## config.mk

```make
export PLATFORM = sky130hd
export DESIGN_NAME = rx_cd_sync
export DESIGN_NICKNAME = d
export VERILOG_FILES = /design/src/rtl/rx_cd_pkg.sv /design/src/rtl/rx_cd_sync_bank.sv /design/src/rtl/rx_cd_gate.sv /design/src/rtl/rx_cd_shifter.sv /design/src/rtl/rx_cd_sync.sv
export SDC_FILE = /design/constraint.sdc
export NUM_CORES = 1
export LEC_CHECK = 0
export BUFFER_PORTS_ARGS = -buffer_cell sky130_fd_sc_hd__buf_2
export CAP_MARGIN = 20
export CORE_MARGIN = 10
export CORE_UTILIZATION = 58
export CTS_CLUSTER_SIZE = 40
export DETAILED_ROUTE_END_ITERATION = 6
export PLACE_DENSITY = 0.79
export SYNTH_ARGS = -nofsm -noshare
export SYNTH_HDL_FRONTEND = slang
export SYNTH_HIERARCHICAL = 1
export SYNTH_SLANG_ARGS = --single-unit
```

## constraint.sdc

```tcl
create_clock -name clk_i -period 5.65 [get_ports clk_i]
set_input_delay 0.565 -clock clk_i [delete_from_list [all_inputs] [get_ports clk_i]]
set_output_delay 0.565 -clock clk_i [all_outputs]
set_load 0.05 [all_outputs]
```

## src/rtl/rx_cd_pkg.sv

```systemverilog
package rx_cd_pkg;
  typedef enum logic [1:0] {
    MODE_LEVEL = 2'b00,
    MODE_SW    = 2'b01,
    MODE_EXT   = 2'b10,
    MODE_RSV   = 2'b11
  } rx_mode_e;

  typedef enum logic {
    ST_HUNT = 1'b0,
    ST_RUN  = 1'b1
  } rx_state_e;
endpackage

```

## src/rtl/rx_cd_sync_bank.sv

```systemverilog
module rx_cd_sync_bank #(
  parameter int               WIDTH   = 3,
  parameter int               STAGES  = 2,
  parameter logic [WIDTH-1:0] RST_VAL = '0
) (
  input  logic             clk_i,
  input  logic             rst_ni,
  input  logic [WIDTH-1:0] d_i,
  output logic [WIDTH-1:0] q_o
);
  logic [WIDTH-1:0] stg_q [STAGES];

  for (genvar g = 0; g < STAGES; g++) begin : g_stage
    if (g == 0) begin : g_first
      always_ff @(posedge clk_i or negedge rst_ni) begin
        if (!rst_ni) stg_q[g] <= RST_VAL;
        else         stg_q[g] <= d_i;
      end
    end else begin : g_next
      always_ff @(posedge clk_i or negedge rst_ni) begin
        if (!rst_ni) stg_q[g] <= RST_VAL;
        else         stg_q[g] <= stg_q[g-1];
      end
    end
  end

  assign q_o = stg_q[STAGES-1];
endmodule

```

## src/rtl/rx_cd_gate.sv

```systemverilog
module rx_cd_gate
  import rx_cd_pkg::*;
(
  input  logic     clk_i,
  input  logic     rst_ni,
  input  rx_mode_e mode_i,
  input  logic     cd_s_i,
  input  logic     hunt_i,
  input  logic     mid_byte_i,
  output logic     gate_o,
  output logic     clr_o,
  output logic     eof_o,
  output logic     lost_o,
  output logic     cd_chg_o
);
  rx_state_e state_q, state_d;
  logic cd_prev_q;
  logic eff_low, start_cond, start, end_frame;
  logic eof_q, lost_q;

  // software mode forces carrier low internally
  assign eff_low    = (mode_i == MODE_SW) | ~cd_s_i;
  assign start_cond = (mode_i == MODE_EXT) ? (cd_prev_q & ~cd_s_i) : eff_low;

  always_comb begin
    state_d   = state_q;
    gate_o    = 1'b0;
    start     = 1'b0;
    end_frame = 1'b0;
    if (hunt_i) begin
      state_d = ST_HUNT;
    end else begin
      unique case (state_q)
        ST_HUNT: begin
          if (start_cond) begin
            gate_o  = 1'b1;
            start   = 1'b1;
            state_d = ST_RUN;
          end
        end
        ST_RUN: begin
          if (mode_i == MODE_EXT || eff_low) begin
            gate_o = 1'b1;
          end else begin
            end_frame = 1'b1;
            state_d   = ST_HUNT;
          end
        end
        default: state_d = ST_HUNT;
      endcase
    end
  end

  assign clr_o = hunt_i | end_frame;

  always_ff @(posedge clk_i or negedge rst_ni) begin
    if (!rst_ni) begin
      state_q   <= ST_HUNT;
      cd_prev_q <= 1'b1;
      eof_q     <= 1'b0;
      lost_q    <= 1'b0;
    end else begin
      state_q   <= state_d;
      cd_prev_q <= cd_s_i;
      eof_q     <= end_frame;
      if (start)                        lost_q <= 1'b0;
      else if (end_frame && mid_byte_i) lost_q <= 1'b1;
    end
  end

  assign eof_o    = eof_q;
  assign lost_o   = lost_q;
  assign cd_chg_o = (mode_i == MODE_SW) & (cd_s_i ^ cd_prev_q);

  AST_LOST_HOLD: assert property (@(posedge clk_i) disable iff (!rst_ni)
    (lost_q && !start) |=> lost_q);
  AST_EXT_LOCK: assert property (@(posedge clk_i) disable iff (!rst_ni)
    (mode_i == MODE_EXT && state_q == ST_RUN && !hunt_i) |=> (state_q == ST_RUN));
  AST_SW_NO_END: assert property (@(posedge clk_i) disable iff (!rst_ni)
    (mode_i == MODE_SW) |=> !eof_q);
endmodule

```

## src/rtl/rx_cd_shifter.sv

```systemverilog
module rx_cd_shifter #(
  parameter int W = 8
) (
  input  logic         clk_i,
  input  logic         rst_ni,
  input  logic         gate_i,
  input  logic         clr_i,
  input  logic         bit_i,
  output logic [W-1:0] byte_o,
  output logic         vld_o,
  output logic         mid_byte_o
);
  localparam int CW = $clog2(W);
  localparam logic [CW-1:0] LAST = CW'(W - 1);

  logic [W-1:0]  sh_q, byte_q;
  logic [CW-1:0] cnt_q;
  logic          vld_q;
  logic [W-1:0]  sh_nxt;

  assign sh_nxt = {bit_i, sh_q[W-1:1]};

  always_ff @(posedge clk_i or negedge rst_ni) begin
    if (!rst_ni) begin
      sh_q   <= '0;
      byte_q <= '0;
      cnt_q  <= '0;
      vld_q  <= 1'b0;
    end else begin
      vld_q <= 1'b0;
      if (clr_i) begin
        cnt_q <= '0;
      end else if (gate_i) begin
        sh_q <= sh_nxt;
        if (cnt_q == LAST) begin
          byte_q <= sh_nxt;
          vld_q  <= 1'b1;
          cnt_q  <= '0;
        end else begin
          cnt_q <= cnt_q + 1'b1;
        end
      end
    end
  end

  assign byte_o     = byte_q;
  assign vld_o      = vld_q;
  assign mid_byte_o = (cnt_q != '0);

  AST_VLD_SPACING: assert property (@(posedge clk_i) disable iff (!rst_ni)
    vld_q |=> !vld_q);
  AST_CLR_NO_VLD: assert property (@(posedge clk_i) disable iff (!rst_ni)
    clr_i |=> !vld_q);
endmodule

```

## src/rtl/rx_cd_sync.sv

```systemverilog
module rx_cd_sync
  import rx_cd_pkg::*;
#(
  parameter int W        = 8,
  parameter int SYNC_STG = 2
) (
  input  logic         clk_i,
  input  logic         rst_ni,
  input  logic [1:0]   mode_i,
  input  logic         hunt_i,
  input  logic         rx_bit_i,
  input  logic         cd_ni,
  output logic [W-1:0] byte_o,
  output logic         byte_vld_o,
  output logic         eof_o,
  output logic         cd_lost_o,
  output logic         cd_level_o,
  output logic         cd_chg_o
);
  localparam int NSIG = 3;
  localparam logic [NSIG-1:0] SYNC_RST = 3'b100; // carrier idles high

  logic [NSIG-1:0] raw, synced;
  logic cd_s, bit_s, hunt_s;
  logic gate, clr, mid_byte;
  rx_mode_e mode;

  assign raw  = {cd_ni, hunt_i, rx_bit_i};
  assign mode = rx_mode_e'(mode_i);

  rx_cd_sync_bank #(.WIDTH(NSIG), .STAGES(SYNC_STG), .RST_VAL(SYNC_RST)) u_sync (
    .clk_i (clk_i),
    .rst_ni(rst_ni),
    .d_i   (raw),
    .q_o   (synced)
  );

  assign cd_s   = synced[2];
  assign hunt_s = synced[1];
  assign bit_s  = synced[0];

  rx_cd_gate u_gate (
    .clk_i     (clk_i),
    .rst_ni    (rst_ni),
    .mode_i    (mode),
    .cd_s_i    (cd_s),
    .hunt_i    (hunt_s),
    .mid_byte_i(mid_byte),
    .gate_o    (gate),
    .clr_o     (clr),
    .eof_o     (eof_o),
    .lost_o    (cd_lost_o),
    .cd_chg_o  (cd_chg_o)
  );

  rx_cd_shifter #(.W(W)) u_shift (
    .clk_i     (clk_i),
    .rst_ni    (rst_ni),
    .gate_i    (gate),
    .clr_i     (clr),
    .bit_i     (bit_s),
    .byte_o    (byte_o),
    .vld_o     (byte_vld_o),
    .mid_byte_o(mid_byte)
  );

  assign cd_level_o = cd_s;

  AST_LOST_NEEDS_EOF: assert property (@(posedge clk_i) disable iff (!rst_ni)
    $rose(cd_lost_o) |-> eof_o);
endmodule

```

==> impl_metrics.toml, run 1 <==
[outcome]
status = "finished, final reports clean"

[global_route]
gr-total-overflow = 0
antenna_found_initial = 0
grt_max_degree = 30
grt_pass1_vias = 685
grt_usage_pct = 9.54
grt_pass1_wl_um = 3150

[synth]
ys_top_cells_by_area = "dfrtp_1 53%, mux2_4 8.6%, mux2_2 7.4%, dfstp_2 6.5%, ha_1 4.1%"
synth_mux_area_share_pct = 17.6
synth_adder_area_share_pct = 4.10
syn_area_per_cell_um2 = 14.9
netlist_instances = 82
synth_top_area_share_pct = 53.3
synth_xor_area_share_pct = 0.718
ys_types = 23
seq_area_frac_synth_pct = 59.8
ys_warn_count = 6
synth_top_family_by_area = "multiplexers"
synth-simple-area-share_pct = 9.33
synth-compound-area-share_pct = 3.18
syn_nets = 93
syn_area_um2 = 1220
ys_ff_latch = 29
yosysTopAreaCell = "dfrtp_1"

[floorplanning]
io_pins = 20
dieHeight_um = 65.9
start_util_pct = 61.6
design.die.area_um2 = 4340
num_rows = 16
die_w_um = 65.9
core_region_area_um2 = 1980

[final_layout]
drive_above_1_share_pct = 45.2
n_fill_cell = 137
post-route-util_pct = 68.4
nNetsFinal = 114
insertedDiodeCount = 0
syn_to_final_growth_pct = 11.1

[worst_setup_path]
path_buf_inv = 0
critPathRequiredTime_ns = 5.85
r2r_end = "u_shift/sh_q[5]$_DFFE_PN0P_"
r2r_slack_ns = 3.36
crit_path_max_incr_delay_ns = 0.57
reg2reg_depth = 6
crit_family = "compound AO/OA/AOI/OAI gates"
crit_chain = "ha_1, nand2b_1, o21ai_0, a21oi_1, nor2b_4, mux2_4"
startpoint = "u_gate/cd_prev_q$_DFF_PN1_"
critical_path.slowest_cell = "a21oi_1"
arrival_ns = 2.49
cp_max_fo = 7
r2r_start = "u_gate/cd_prev_q$_DFF_PN1_"
crit_type = "reg -> reg"
crit_path_start_kind = "register"
worstSetupEndpointType = "register"

[drt]
wl_per_cell_um = 14.4
drt_pre_antenna_iters = 4
vias = 677
drcViolationCount = 0
ant_nets = 0
via_per_inst = 5.17
wirelength_um = 1890
drtIter0Drc = 20

[sta]
fmax_mhz = 436
clock_skew_ns = 0.00873
slew_viol_final = 0
relSlewSlack_pct = 54.1
setup_violations = 0
period_needed_ns = 2.29
whs_ns = 0.241
grt_setup_unrepaired = "no"
tns_ns = 0
final_hold_viol_count = 0
fin_crit_sh_pct = 40.6
worstMarginPinSlew_ns = 0.688

[place]
place_congestion = 0.709
place_hpwl_um = 1360
numPortBuffers = 19

[power_and_ir_drop]
powerDensity_nw_per_um2 = 321
p_leak_nw = 0.736
finalPower_mw = 0.435
ir_drop_mv = 0.223

[clock_network]
path_clk_slew_ns = 0.09
clk_latency_ns = 0.31
cts_setup_buffers = 0
cts_max_level = 2
cts_tree = "yes"
cts.path.max_buffers = 2
cts_hold_buffers = 0
cts_resized = 0
clock_sinks = 29
clockRootBuffer = "clkbuf_4"
cts_buffers = 5

[hold_path]
hold_class = "in -> async"

[run]
cap_violations = 0
-- sequential cells by signal, summed over array words and instances, names as in the netlist --
register / count
u_shift/vld_o: 1
u_gate/cd_prev_q: 1
u_shift/byte_o: 8
u_gate/state_q: 1
u_sync/stg_q: 3
u_shift/sh_q: 7
u_gate/eof_o: 1
u_shift/cnt_q: 3
u_sync/q_o: 3
u_gate/lost_o: 1
-- layout make-up --
type | count | area (µm²) | area share, %
repair buffers | 19 | 95.1 | 7.02
clock inverters | 2 | 10.0 | 0.739
well taps | 27 | 33.8 | 2.49
flip-flops and latches | 29 | 729 | 53.8
clock buffers | 6 | 41.3 | 3.05
inverters | 5 | 18.8 | 1.39
multi-input cells | 43 | 427 | 31.5
-- report_power, final --
group / switching [mW] / leakage (nW) / internal [mW] / total (mW)
clock: 0.0657 / 0.0320 / 0.0473 / 0.113
combinational: 0.0253 / 0.334 / 0.0399 / 0.0651
sequential: 0.0212 / 0.370 / 0.235 / 0.256
total: 0.112 / 0.736 / 0.322 / 0.435
-- cell usage in the layout, fill, tap and decap left out, types with 3 or more instances in the layout --
cell	instances
clkbuf_4	5
buf_2	19
nor2_1	3
ha_1	4
dfrtp_1	26
nand2b_1	5
dfstp_2	3
a21oi_1	3
mux2_4	7
mux2_2	8
inv_1	5
-- worst max path at each step --
stage / depth (start not counted) / to / slack [ns]
6_report: 6 / u_shift/sh_q[5]$_DFFE_PN0P_ / 3.36
3_5_place_dp: 6 / u_shift/sh_q[6]$_DFFE_PN0P_ / 3.30
3_3_place_gp: 5 / u_shift/sh_q[5]$_DFFE_PN0P_ / 3.35
5_1_grt: 7 / u_shift/sh_q[5]$_DFFE_PN0P_ / 3.24
4_1_cts: 6 / u_shift/sh_q[5]$_DFFE_PN0P_ / 3.33
2_1_floorplan: 4 / cd_chg_o / 2.96
-- synth_stat cells, drive strengths merged --
cell and count:
a21oi 3, nand3b 1, mux2 15, a31o 1, dfstp 3, nand3 1
buf 5, ha 4, o32a 1, nand2b 5, nor2b 1, nor2 3
inv 5, or3b 1, dfrtp 26, nor3 1, nor4b 1, o21ai 1
mux2i 2, xnor2 1, nand2 1
-- cell families (layout without fill, tap and decap cells) --
family	Yosys count	after routing
simple gates	15	15
xor+xnor	1	1
compound gates	6	6
buf+inv	10	32
fa+ha+maj	4	4
mux	17	17
flops	29	29
-- routing by layer --
layer / GRT usage, % / part of all wire, % / vias to the layer above
met5: 0 / 0 / -
met4: 4.81 / 0.90 / 0
met3: 5.76 / 8.8 / 2
met2: 13.9 / 46 / 26
met1: 10.7 / 44 / 333
li1: - / - / 316
-- stage by stage --
stage | std cells | worst slack (ns) | area (µm²)
detailed placement | 123 | 3.30 | 1300
global route | 131 | 3.24 | 1360
global placement | 123 | 3.35 | 1300
floorplan | 82 | 2.96 | 1220
CTS | 131 | 3.33 | 1360
finish | 131 | 3.36 | 1360
Power figures use the tool's default switching activity.
==> run 2, diff against run 1 <==
--- a/config.mk
+++ b/config.mk
@@ -5,13 +5,14 @@
 export SDC_FILE = /design/constraint.sdc
 export NUM_CORES = 1
 export LEC_CHECK = 0
+export ABC_AREA = 1
 export BUFFER_PORTS_ARGS = -buffer_cell sky130_fd_sc_hd__buf_2
 export CAP_MARGIN = 20
 export CORE_MARGIN = 10
-export CORE_UTILIZATION = 58
+export CORE_UTILIZATION = 54
 export CTS_CLUSTER_SIZE = 40
 export DETAILED_ROUTE_END_ITERATION = 6
-export PLACE_DENSITY = 0.79
+export PLACE_DENSITY = 0.74
 export SYNTH_ARGS = -nofsm -noshare
 export SYNTH_HDL_FRONTEND = slang
 export SYNTH_HIERARCHICAL = 1
==> constraint.sdc (replaced) <==
create_clock -name clk_i -period 2.23 [get_ports clk_i]
set_input_delay 0.223 -clock clk_i [delete_from_list [all_inputs] [get_ports clk_i]]
set_output_delay 0.223 -clock clk_i [all_outputs]
set_load 0.05 [all_outputs]
==> impl_metrics.toml, run 2 <==
[global_route]
grt_usage_pct = 10.8
gr-total-overflow = 0
grt_pass1_vias = 882
antenna_found_initial = 0
grt_max_degree = 30
grt_pass1_wl_um = 3680

[floorplanning]
design.die.area_um2 = 4550
io_pins = 20
die_w_um = 67.5
num_rows = 17
core_region_area_um2 = 2170
start_util_pct = 56.1
dieHeight_um = 67.5

[worst_setup_path]
critPathRequiredTime_ns = 2.49
worstSetupEndpointType = "register"
arrival_ns = 2.20
crit_path_start_kind = "register"
critical_path.slowest_cell = "dfstp_2"
crit_chain = "inv_1, ha_1, o21ai_0, a21oi_2, nor2_1, nand2_1, nand2_1"
crit_family = "compound AO/OA/AOI/OAI gates"
path_buf_inv = 1
cp_max_fo = 12
crit_type = "reg -> reg"
crit_path_max_incr_delay_ns = 0.58
cpMostUsedCell = "nand2_1"

[power_and_ir_drop]
pwr-share-comb_pct = 12.5
powerDensity_nw_per_um2 = 747
power.switching_mw = 0.291
p_seq_share_pct = 59.9
p_leak_nw = 0.804
sw_frac_of_total_pct = 27.9
ir_drop_mv = 0.495
internal_power_mw = 0.753
clockPowerShare_pct = 27.6

[final_layout]
layout_commonest_cell = "nand2_1"
syn_to_final_growth_pct = 14.9
drive_above_1_share_pct = 25.2
largest_reg_flops = 8
nNetsFinal = 161
post-route-util_pct = 64.4
insertedDiodeCount = 0
layout_common_cells = "50 x nand2_1, 26 x dfrtp_1, 19 x buf_2, 9 x inv_1, 9 x nand4_1"

[clock_network]
path_clk_slew_ns = 0.08
cts_max_level = 2
cts_tree = "yes"
clockRootBuffer = "clkbuf_4"
clock_sinks = 29
cts_buffers = 5
clk_latency_ns = 0.32
cts.path.max_buffers = 2

[drt]
via_per_inst = 4.86
wirelength_um = 2130
drtIter0Drc = 30
drt_pre_antenna_iters = 4
drcViolationCount = 0
wl_per_cell_um = 11.9
vias = 870
ant_nets = 0

[sta]
grt_setup_unrepaired = "no"
worstMarginPinSlew_ns = 0.612
fmax_mhz = 515
period_needed_ns = 1.94
final_hold_viol_count = 0
relSlewSlack_pct = 59.2
tns_ns = 0
clock_skew_ns = 0.00270
slew_viol_final = 0
whs_ns = 0.314
fin_crit_sh_pct = 87.1
setup_violations = 0

[synth]
synthArstFlopShare_pct = 100
synth_top_area_share_pct = 53.5
netlist_instances = 125
synth_most_common_cell = "nand2_1"
synth-main-ff-cell = "dfrtp_1"
syn_nets = 136
syn_area_per_cell_um2 = 9.73
ys_warn_count = 6
synth_edf_count = 0
ys_ff_latch = 29
seq_area_frac_synth_pct = 60.0
yosysTopAreaCell = "dfrtp_1"
ys_top_cells_by_area = "dfrtp_1 53%, nand2_1 15%, dfstp_2 6.5%, nand4_1 4.6%, ha_1 4.1%"
syn_area_um2 = 1220
ys_types = 18
synth_commonest_cells = "50 x nand2_1, 26 x dfrtp_1, 9 x inv_1, 9 x nand4_1, 5 x nor2_1"

[outcome]
status = "finished, final reports clean"

[place]
numPortBuffers = 19
place_congestion = 0.778
place_hpwl_um = 1540

[hold_path]
hold_class = "in -> reg"

[run]
cap_violations = 0
==> run 2: metrics by stage <==
| step | setup slack [ns] | instance area (µm²) | std cells | power, mW |
|---|---|---|---|---|
| 3_3_place_gp | 0.224 | 1310 | 167 | 0.753 |
| 2_1_floorplan | 0.300 | 1220 | 125 | 0.722 |
| 3_5_place_dp | 0.126 | 1310 | 167 | 0.760 |
| 4_1_cts | 0.131 | 1390 | 179 | 1.06 |
| 5_1_grt | 0.165 | 1400 | 179 | 1.11 |
| 6_report | 0.287 | 1400 | 179 | 1.04 |
==> run 2: repair_timing <==
item / in CTS / in global routing
endpoints found under the setup margin: 0 / 18
hold buffers: 4 / 0
endpoints found under the hold margin: 29 / 0
setup buffers: 0 / 0
resized for setup: 0 / 1
==> run 2: power groups by stage <==
stage          Sequential, mW  Combinational [mW]  Clock [mW]
4_1_cts                 0.624               0.131       0.307
3_5_place_dp            0.635               0.125           0
5_1_grt                 0.632               0.152       0.329
2_1_floorplan           0.629              0.0929           0
6_report                0.625               0.131       0.289
3_3_place_gp            0.633               0.120           0
==> run 2: worst paths after layout <==
check	endpoint	slack [ns]	startpoint	depth (start not counted)
max in group asynchronous	u_sync/q_o[0]$_DFF_PN0_	1.39	rst_ni	2
max	u_shift/cnt_q[1]$_DFFE_PN0P_	0.29	u_sync/q_o[2]$_DFF_PN1_	7
min	u_gate/eof_o$_DFF_PN0_	0.31	mode_i[0]	6
max reg2reg	u_shift/cnt_q[1]$_DFFE_PN0P_	0.29	u_sync/q_o[2]$_DFF_PN1_	7
min reg2reg	u_sync/q_o[1]$_DFF_PN0_	0.35	u_sync/stg_q[4]$_DFF_PN0_	0
min in group asynchronous	u_gate/lost_o$_DFFE_PN0P_	0.44	rst_ni	2
==> run 2: cell families (layout without fill, tap and decap cells) <==
group	after synthesis	count (layout)	synth area share, %
buf+inv	18	44	7.82
compound gates	3	3	1.23
simple gates	71	71	26.9
fa+ha+maj	4	4	4.12
flops	29	29	60.0
==> run 2: worst min-delay path, stage by stage <==
cell and delay [ns]:
buf_2 0.09, nand2_2 0.07, inv_2 0.07, nor2_4 0.04
nand2_1 0.07, nor2_1 0.04
==> run 2: layout make-up <==
cell class,count,area (µm²)
clock buffer,8,48.8
fill,201,772
inverter,13,53.8
multi-input combinational,78,395
sequential,29,729
tap,28,35.0
timing repair buffer,23,135
==> run 2: metal layers <==
layer / wire length, µm / track usage (%)
met5: 0 / 0
met4: 43 / 6.92
met3: 198 / 6.28
met1: 909 / 10.9
met2: 977 / 16.9
